**config.mk**
```make
export PLATFORM = sky130hd
export DESIGN_NAME = synth_load_seq
export DESIGN_NICKNAME = d
export VERILOG_FILES = /design/src/rtl/synth_seq_pkg.sv /design/src/rtl/seq_ctrl.sv /design/src/rtl/cfg_hold.sv /design/src/rtl/word_mux.sv /design/src/rtl/synth_load_seq.sv
export SDC_FILE = /design/constraint.sdc
export NUM_CORES = 1
export LEC_CHECK = 0
export ABC_AREA = 1
export CORE_UTILIZATION = 49
export DETAILED_ROUTE_END_ITERATION = 6
export GPL_TIMING_DRIVEN = 0
export PLACE_DENSITY = 0.85
export SYNTH_ARGS = -nofsm -noshare
export SYNTH_HDL_FRONTEND = slang
export SYNTH_HIERARCHICAL = 1
export SYNTH_SLANG_ARGS = --single-unit
export TNS_END_PERCENT = 50
```
**constraint.sdc**
```tcl
create_clock -name clk -period 2.19 [get_ports clk]
set_clock_uncertainty 0.2 [all_clocks]
set_input_delay 0.3285 -clock clk [delete_from_list [all_inputs] [get_ports clk]]
set_output_delay 0.3285 -clock clk [all_outputs]
set_load 0.005 [all_outputs]
```
**src/rtl/synth_seq_pkg.sv**
```systemverilog
package synth_seq_pkg;
  localparam int ADDR_W   = 3;
  localparam int WORD_W   = 32;
  localparam int CSR_BIT  = 28;
  localparam int POL_BIT  = 6;

  localparam logic [ADDR_W-1:0] SEL_MAIN = 3'd0;
  localparam logic [ADDR_W-1:0] SEL_FLO  = 3'd1;
  localparam logic [ADDR_W-1:0] SEL_REF  = 3'd2;
  localparam logic [ADDR_W-1:0] SEL_FUNC = 3'd3;
  localparam logic [ADDR_W-1:0] SEL_TEST = 3'd4;
endpackage

```
**src/rtl/seq_ctrl.sv**
```systemverilog
module seq_ctrl
  import synth_seq_pkg::*;
(
  input  logic              clk,
  input  logic              rst_n,
  input  logic              start,
  input  logic              retune,
  input  logic              fire,
  output logic              busy,
  output logic              done,
  output logic [ADDR_W-1:0] step,
  output logic              go_full,
  output logic              go_frac,
  output logic              accept_last
);
  logic              busy_q;
  logic              done_q;
  logic [ADDR_W-1:0] step_q;

  assign go_full     = start && !busy_q;
  assign go_frac     = retune && !start && !busy_q;
  assign accept_last = fire && busy_q && (step_q == SEL_MAIN);

  always_ff @(posedge clk or negedge rst_n) begin
    if (!rst_n) begin
      busy_q <= 1'b0;
      done_q <= 1'b0;
      step_q <= SEL_MAIN;
    end else begin
      done_q <= 1'b0;
      if (go_full) begin
        busy_q <= 1'b1;
        step_q <= SEL_TEST;
      end else if (go_frac) begin
        busy_q <= 1'b1;
        step_q <= SEL_FLO;
      end else if (fire && busy_q) begin
        if (step_q == SEL_MAIN) begin
          busy_q <= 1'b0;
          done_q <= 1'b1;
        end else begin
          step_q <= step_q - 3'd1;
        end
      end
    end
  end

  assign busy = busy_q;
  assign done = done_q;
  assign step = step_q;


  step_hold_chk: assert property (@(posedge clk) disable iff (!rst_n)
    busy_q && !fire |=> busy_q && $stable(step_q));

  step_order_chk: assert property (@(posedge clk) disable iff (!rst_n)
    fire && busy_q && step_q != SEL_MAIN |=> step_q == $past(step_q) - 3'd1);

  done_pulse_chk: assert property (@(posedge clk) disable iff (!rst_n)
    done_q |=> !done_q);

  done_src_chk: assert property (@(posedge clk) disable iff (!rst_n)
    done_q |-> $past(accept_last) && !busy_q);

  start_ignored_chk: assert property (@(posedge clk) disable iff (!rst_n)
    busy_q && (start || retune) && !fire |=> busy_q && $stable(step_q));
endmodule

```
**src/rtl/cfg_hold.sv**
```systemverilog
module cfg_hold #(
  parameter int N_W    = 16,
  parameter int FRAC_W = 25,
  parameter int RDIV_W = 5,
  parameter int MISC_W = 25,
  parameter int TEST_W = 29
) (
  input  logic              clk,
  input  logic              rst_n,
  input  logic              cap_all,
  input  logic              cap_frac,
  input  logic [N_W-1:0]    n_in,
  input  logic [FRAC_W-1:0] frac_in,
  input  logic [RDIV_W-1:0] rdiv_in,
  input  logic              half_in,
  input  logic              dbl_in,
  input  logic              csr_in,
  input  logic              pol_in,
  input  logic [MISC_W-1:0] misc_in,
  input  logic [TEST_W-1:0] test_in,
  output logic [N_W-1:0]    n_q,
  output logic [FRAC_W-1:0] frac_q,
  output logic [RDIV_W-1:0] rdiv_q,
  output logic              half_q,
  output logic              dbl_q,
  output logic              csr_q,
  output logic              pol_q,
  output logic [MISC_W-1:0] misc_q,
  output logic [TEST_W-1:0] test_q
);
  always_ff @(posedge clk or negedge rst_n) begin
    if (!rst_n) begin
      n_q    <= '0;
      frac_q <= '0;
    end else if (cap_all || cap_frac) begin
      n_q    <= n_in;
      frac_q <= frac_in;
    end
  end

  always_ff @(posedge clk or negedge rst_n) begin
    if (!rst_n) begin
      rdiv_q <= '0;
      half_q <= 1'b0;
      dbl_q  <= 1'b0;
      csr_q  <= 1'b0;
      pol_q  <= 1'b0;
      misc_q <= '0;
      test_q <= '0;
    end else if (cap_all) begin
      rdiv_q <= rdiv_in;
      half_q <= half_in;
      dbl_q  <= dbl_in;
      csr_q  <= csr_in;
      pol_q  <= pol_in;
      misc_q <= misc_in;
      test_q <= test_in;
    end
  end


  cfg_frozen_chk: assert property (@(posedge clk) disable iff (!rst_n)
    !cap_all && !cap_frac |=> $stable(n_q) && $stable(frac_q) && $stable(misc_q));

  retune_keeps_cfg_chk: assert property (@(posedge clk) disable iff (!rst_n)
    cap_frac && !cap_all |=> $stable(rdiv_q) && $stable(pol_q) && $stable(test_q));
endmodule

```
**src/rtl/word_mux.sv**
```systemverilog
module word_mux
  import synth_seq_pkg::*;
#(
  parameter int N_W    = 16,
  parameter int FMSB_W = 12,
  parameter int FLSB_W = 13,
  parameter int RDIV_W = 5,
  localparam int FRAC_W = FMSB_W + FLSB_W,
  localparam int MISC_W = WORD_W - POL_BIT - 1,
  localparam int TEST_W = WORD_W - ADDR_W
) (
  input  logic [ADDR_W-1:0] step,
  input  logic [N_W-1:0]    n_q,
  input  logic [FRAC_W-1:0] frac_q,
  input  logic [RDIV_W-1:0] rdiv_q,
  input  logic              half_q,
  input  logic              dbl_q,
  input  logic              csr_q,
  input  logic              pol_q,
  input  logic [MISC_W-1:0] misc_q,
  input  logic [TEST_W-1:0] test_q,
  output logic [WORD_W-1:0] word
);
  if (ADDR_W + FMSB_W + N_W > WORD_W) begin : g_main_too_wide
    $error("main word fields exceed word width");
  end
  if (ADDR_W + RDIV_W + 2 > CSR_BIT) begin : g_ref_overlap
    $error("reference fields overlap the slip-reduction bit");
  end

  function automatic logic [WORD_W-1:0] pack_main(input logic [N_W-1:0] n,
                                                  input logic [FMSB_W-1:0] hi);
    logic [WORD_W-1:0] w;
    w = '0;
    w[ADDR_W-1:0]               = SEL_MAIN;
    w[ADDR_W +: FMSB_W]         = hi;
    w[ADDR_W + FMSB_W +: N_W]   = n;
    return w;
  endfunction

  function automatic logic [WORD_W-1:0] pack_flo(input logic [FLSB_W-1:0] lo);
    logic [WORD_W-1:0] w;
    w = '0;
    w[ADDR_W-1:0]       = SEL_FLO;
    w[ADDR_W +: FLSB_W] = lo;
    return w;
  endfunction

  function automatic logic [WORD_W-1:0] pack_ref(input logic [RDIV_W-1:0] r,
                                                 input logic h, input logic d,
                                                 input logic slip);
    logic [WORD_W-1:0] w;
    w = '0;
    w[ADDR_W-1:0]           = SEL_REF;
    w[ADDR_W +: RDIV_W]     = r;
    w[ADDR_W + RDIV_W]      = h;
    w[ADDR_W + RDIV_W + 1]  = d;
    w[CSR_BIT]              = slip;
    return w;
  endfunction

  function automatic logic [WORD_W-1:0] pack_func(input logic [MISC_W-1:0] m,
                                                  input logic pol);
    logic [WORD_W-1:0] w;
    w = '0;
    w[ADDR_W-1:0]           = SEL_FUNC;
    w[POL_BIT]              = pol;
    w[POL_BIT + 1 +: MISC_W] = m;
    return w;
  endfunction

  function automatic logic [WORD_W-1:0] pack_test(input logic [TEST_W-1:0] t);
    return {t, SEL_TEST};
  endfunction

  logic [FMSB_W-1:0] frac_hi;
  logic [FLSB_W-1:0] frac_lo;
  logic              slip_ok;

  assign frac_hi = frac_q[FRAC_W-1:FLSB_W];
  assign frac_lo = frac_q[FLSB_W-1:0];
  assign slip_ok = csr_q && pol_q;

  always_comb begin
    case (step)
      SEL_MAIN: word = pack_main(n_q, frac_hi);
      SEL_FLO:  word = pack_flo(frac_lo);
      SEL_REF:  word = pack_ref(rdiv_q, half_q, dbl_q, slip_ok);
      SEL_FUNC: word = pack_func(misc_q, pol_q);
      SEL_TEST: word = pack_test(test_q);
      default:  word = '0;
    endcase
  end
endmodule

```
**src/rtl/synth_load_seq.sv**
```systemverilog
module synth_load_seq
  import synth_seq_pkg::*;
#(
  parameter int N_W    = 16,
  parameter int FMSB_W = 12,
  parameter int FLSB_W = 13,
  parameter int RDIV_W = 5,
  localparam int FRAC_W = FMSB_W + FLSB_W,
  localparam int MISC_W = WORD_W - POL_BIT - 1,
  localparam int TEST_W = WORD_W - ADDR_W
) (
  input  logic              clk,
  input  logic              rst_n,
  input  logic              start,
  input  logic              retune,
  input  logic [N_W-1:0]    n_int,
  input  logic [FRAC_W-1:0] frac,
  input  logic [RDIV_W-1:0] r_div,
  input  logic              ref_half,
  input  logic              ref_dbl,
  input  logic              csr_en,
  input  logic              pd_pos,
  input  logic [MISC_W-1:0] func_misc,
  input  logic [TEST_W-1:0] test_val,
  output logic              wr_valid,
  input  logic              wr_ready,
  output logic [WORD_W-1:0] wr_data,
  output logic              busy,
  output logic              done
);
  logic              fire;
  logic              go_full;
  logic              go_frac;
  logic              accept_last;
  logic              busy_w;
  logic [ADDR_W-1:0] step;

  logic [N_W-1:0]    n_q;
  logic [FRAC_W-1:0] frac_q;
  logic [RDIV_W-1:0] rdiv_q;
  logic              half_q, dbl_q, csr_q, pol_q;
  logic [MISC_W-1:0] misc_q;
  logic [TEST_W-1:0] test_q;

  assign fire = busy_w && wr_ready;

  seq_ctrl u_ctrl (
    .clk(clk), .rst_n(rst_n), .start(start), .retune(retune), .fire(fire),
    .busy(busy_w), .done(done), .step(step), .go_full(go_full),
    .go_frac(go_frac), .accept_last(accept_last)
  );

  cfg_hold #(
    .N_W(N_W), .FRAC_W(FRAC_W), .RDIV_W(RDIV_W), .MISC_W(MISC_W), .TEST_W(TEST_W)
  ) u_cfg (
    .clk(clk), .rst_n(rst_n), .cap_all(go_full), .cap_frac(go_frac),
    .n_in(n_int), .frac_in(frac), .rdiv_in(r_div), .half_in(ref_half),
    .dbl_in(ref_dbl), .csr_in(csr_en), .pol_in(pd_pos), .misc_in(func_misc),
    .test_in(test_val),
    .n_q(n_q), .frac_q(frac_q), .rdiv_q(rdiv_q), .half_q(half_q), .dbl_q(dbl_q),
    .csr_q(csr_q), .pol_q(pol_q), .misc_q(misc_q), .test_q(test_q)
  );

  word_mux #(
    .N_W(N_W), .FMSB_W(FMSB_W), .FLSB_W(FLSB_W), .RDIV_W(RDIV_W)
  ) u_mux (
    .step(step), .n_q(n_q), .frac_q(frac_q), .rdiv_q(rdiv_q), .half_q(half_q),
    .dbl_q(dbl_q), .csr_q(csr_q), .pol_q(pol_q), .misc_q(misc_q),
    .test_q(test_q), .word(wr_data)
  );

  assign wr_valid = busy_w;
  assign busy     = busy_w;


  hold_word_chk: assert property (@(posedge clk) disable iff (!rst_n)
    wr_valid && !wr_ready |=> wr_valid && $stable(wr_data));

  csr_gate_chk: assert property (@(posedge clk) disable iff (!rst_n)
    wr_valid && wr_data[ADDR_W-1:0] == SEL_REF && !pol_q |-> !wr_data[CSR_BIT]);

  idle_quiet_chk: assert property (@(posedge clk) disable iff (!rst_n)
    !busy_w |-> !wr_valid);
endmodule

```
======== After elaboration in Yosys (flattened, before gate mapping) ========
Index checks and enable logic that the tools add are counted.
word-level totals
  memories kept ........................... 0
  output and inout port bits .............. 35
  register bits ........................... 109
  RAM bits ................................ 0
  ROM bits ................................ 0
  latch bits .............................. 0
  input port bits ......................... 109
operators by class
  shift operators ......................... 0
  mux-type cells .......................... 13
  reductions and logical operators ........ 14
  $mul .................................... 0
  order comparisons ....................... 0
  add/subtract/negate cells ............... 1
  equality and inequality tests ........... 5
  div/mod/pow operators ................... 0
  bitwise gates (word level) .............. 0
operator list
  operator                                                count
  case mux 32 bit (5 select lines)                        1
  2-to-1 mux 3 bit                                        4
  2-to-1 mux 1 bit                                        8
  equality test 3 x 2 -> 1 bit (second input constant)    2
  logical AND 1 bit                                       6
  nonzero test 3 bit                                      2
  AND reduction 2 bit                                     2
  equality test 3 x 1 -> 1 bit (second input constant)    1
  equality test 3 bit (second input constant)             1
  zero test 3 bit                                         1
  inequality test 3 x 1 -> 1 bit (second input constant)  1
  subtractor 3 x 1 -> 3 bit (second input constant)       1
  zero test 1 bit                                         2
  logical OR 1 bit                                        1

======== Depth between registers and ports, before layout ========
  word-level depth ........................ 5
  gate-level depth with buffers ........... 9
  gate-level depth less buffers ........... 8

======== Hierarchy ========
The synthesis kept the hierarchy.
by module, submodules not included
  module          instances  cells an instance  area an instance (µm²)
  cfg_hold        1          443                4,061.4
  word_mux        1          213                977.2
  seq_ctrl        1          36                 282.8
  synth_load_seq  1          3                  15.0

======== Least setup slack after synthesis ========
OpenSTA, ideal clock, no wires.
  kind .................................... flip-flop to output port
  from .................................... register u_ctrl.step_q[1] (netlist: u_ctrl/step[1])
  to ...................................... output wr_data[10]
  data arrival time ....................... 1,154 ps
  stages on the path, launching flop included .. 10
  required time ........................... 1,661 ps
  path slack .............................. 507 ps
  cells stage by stage .................... dfrtp_1 -> buf_4 -> inv_4 -> nand2_4 -> nor2_8 -> buf_6 -> nand2_2 -> nand2_1 -> inv_1 -> nand2_1
on the way
  word-level cells in the longest chain between the ends .. 2
  elaborated cells between the ends (all ways) .. 6
  classes of those cells .................. eq/ne: 4; mux: 1; reduce/logical: 1
RTL lines
  item                                               line                  source
  start: declaration                                 seq_ctrl.sv:18        logic [ADDR_W-1:0] step_q;
  start signal: assignment                           seq_ctrl.sv:42        step_q <= step_q - 3'd1;
  equality test 3 bit, or another cell as far along  word_mux.sv:85        case (step)
  case mux 32 bit (5 select lines) (*)               word_mux.sv:85
  end: declaration                                   synth_load_seq.sv:27  output logic [WORD_W-1:0] wr_data,
Mark *: on every way between the ends. The rest lies on a longest branch, timed or not.

======== Worst setup path in the final report ========
  from .................................... register u_ctrl.step_q[1] (netlist: u_ctrl/step[1])
  to ...................................... output wr_data[12]
The elaborated chain is that of the path after synthesis.

==> impl_metrics.yaml <==
run_status:
  status: "complete, but fails checks"
  violations: "setup timing"
die:
  dieArea_um2: 11300
  io_pins: 144
  dieHeight_um: 106
  dieWidth_um: 106
  floorplan.rows: 37
  core_area_um2: 10500
  initial_core_util_pct: 51.0
placement:
  placed_area_um2: 6960
  place.gp.congestion: 0.895
  portBuffers: 143
  dp_hpwl_um: 11800
  dp.cells: 975
synth:
  ys_types: 26
  yosysWarnings: 6
  synth_area_um2: 5340
  ys_ff_latch: 109
  ys_seq_area_share_pct: 51.1
  synthesis.nets: 806
  syn_area_per_cell_um2: 7.68
  synth_cells: 695
routing:
  drc: 0
  dr.pass1.iters: 7
  highest_layer: "met4"
  met2_length_um: 9030
  vias_per_cell: 5.59
  wl_met1_um: 7130
  routed_wirelength_um: 19400
  antenna_left: 0
  dr_wl_met3_um: 1960
  routedWlPerCell_um: 18.6
  num_vias: 5814
  initialDrtViolationCount: 706
setup_path:
  cp_top_family: "buffers and inverters"
  ff2ff_setup_slack_ps: 150
  critPathMaxStageDelay_ps: 420
  path_class: "reg -> out"
  cpMaxStageDelayCell: "dfrtp_1"
  path_buf_inv: 7
  crit_top_cell: "buf_6"
  start_kind: "register"
  arrival_ps: 1880
  crit_fanout: 6
  critPathRequiredTime_ps: 1660
  cp_cell_sequence: "buf_6 > inv_8 > nand2_8 > nor2_8 > buf_8 > buf_6 > buf_6 > nand2_2 > nand2_2 > inv_2 > nand2_1 > buf_2"
  end_kind: "output port"
cts:
  clkLatencyLatePin_ps: 370
  clock_path_buffers: 2
  path_clk_slew_ps: 100
  cts_num_sinks: 109
  cts_tree: "done"
  cts_buffers: 9
  ctsRootBufferMaster: "clkbuf_8"
  htreeDepth: 3
sta:
  finalHoldViolations: 0
  max-slew-margin-rel_pct: 61.2
  timing.final.ws_setup_ps: -217
  fin_crit_sh_pct: 110
  tightest_slew_ps: 582
  clock.fmax_mhz: 415
  post-route-min-period_ps: 2410
  slew_violations: 0
  setup_viol: 29
  rsz0062_at_grt: "true"
  whs_ps: 270
finish:
  fill_cells: 689
  nets: 1010
  area_delta_synth_final_pct: 46.4
  multi_input_area_um2: 2210
  utilization_pct: 74.6
  layout-drive-gt1-share_pct: 22.1
  design_area_um2: 7810
  n_antenna_cell: 0
  seq_area_um2: 2730
  fin_cells: 1040
min_path:
  hp-class: "in -> async"
power:
  ir_drop_mv: 0.558
  cellLeakagePower_uw: 0.00406
  power_density_nw_per_um2: 1320
global_route:
  grt_pass1_wl_um: 28000
  gr-total-overflow: 0
  grt_pass1_vias: 5601
  antenna_found_initial: 0
  grt_max_degree: 70
  track_usage_pct: 32.6
run:
  cap_violations: 0
per-stage QoR:
step	worst slack [ps]	total power, µW	setup TNS (ps)
finish	-217	10300	-4410
global route	-271	10800	-5840
CTS	-198	9680	-3850
detailed placement	-246	7700	-4400
global placement	-3310	7480	-363060
floorplan	507	5710	0
sequential cells by signal, indices dropped and copies added, names as in the netlist:
register and flops:
u_ctrl/done 1, u_ctrl/busy 1, u_cfg/csr_q 1, u_cfg/test_q 29
u_cfg/dbl_q 1, u_cfg/half_q 1, u_ctrl/step 3, u_cfg/misc_q 25
u_cfg/rdiv_q 5, u_cfg/pol_q 1, u_cfg/n_q 16, u_cfg/frac_q 25
where the power goes:
part	internal, µW	switching [µW]	leakage (µW)
sequential	2970	735	0.00134
clock	563	684	0.0000899
combinational	2410	2960	0.00263
placed cells by master (no fill, tap or decap), drive strengths merged:
cell type and count:
dlygate4sd3 1, a21oi 1, nor2 16, inv 103
nand4 6, dfrtp 109, clkdlybuf4s15 1, o21ai 110
buf 104, nand2 269, clkbuf 23, nand3 39
dlygate4sd2 4, clkinvlp 2, bufinv 1, nor3 2
and3 1, clkdlybuf4s50 110, ha 2
final cells by class:
cell class / instances / area share, %
clock inverters: 3 / 0.577
clock buffers: 13 / 1.91
well taps: 136 / 2.18
flip-flops and latches: 109 / 34.9
inverters: 103 / 5.21
repair buffers: 193 / 23.3
plain buffers: 37 / 3.51
multi-input cells: 446 / 28.3
routing by layer:
layer,vias up,track usage (%)
met1,2671,40.8
met3,131,5.46
li1,2540,-
met4,0,19.3
met5,-,0
met2,472,53.1
cells in the mapped netlist (all sizes together):
library cell,count,area [µm²]
a21oi,1,5.00
and3,1,6.26
buf,27,196
clkbuf,10,38.8
dfrtp,109,2730
ha,2,25.0
inv,103,392
nand2,269,1030
nand3,39,200
nand4,6,37.5
nor2,16,91.3
nor3,2,32.5
o21ai,110,554
what timing repair did:
| action | in CTS | in global routing |
|---|---|---|
| hold endpoints to repair | 40 | 0 |
| endpoints found under the setup margin | 32 | 29 |
| buffers inserted | 43 | 4 |
| pin swaps | 19 | 10 |
| resized for setup | 187 | 47 |
| hold buffers | 1 | 0 |
| cloned | 4 | 0 |
path summary, 6_finish.rpt:
check / from / to / depth (start not counted)
max reg2reg: u_ctrl/busy$_DFFE_PN0P_ / u_cfg/misc_q[0]$_DFFE_PN0P_ / 8
max in group asynchronous: rst_n / u_cfg/misc_q[23]$_DFFE_PN0P_ / 3
min in group clk: u_cfg/frac_q[21]$_DFFE_PN0P_ / u_cfg/frac_q[21]$_DFFE_PN0P_ / 2
min: rst_n / u_cfg/test_q[2]$_DFFE_PN0P_ / 2
min reg2reg: u_cfg/frac_q[21]$_DFFE_PN0P_ / u_cfg/frac_q[21]$_DFFE_PN0P_ / 2
max: u_ctrl/step[1]$_DFFE_PN0P_ / wr_data[12] / 12
cell families after synthesis:
logic type                 Yosys count  share of synthesized area (%)
DFF                                109                           51.1
adders and majority gates            2                          0.469
AOI/OAI and AO/OA                  111                           10.5
and+or+nand+nor                    333                           26.2
buffers and inverters              140                           11.7
No activity file was read; power rests on OpenSTA's default activity.
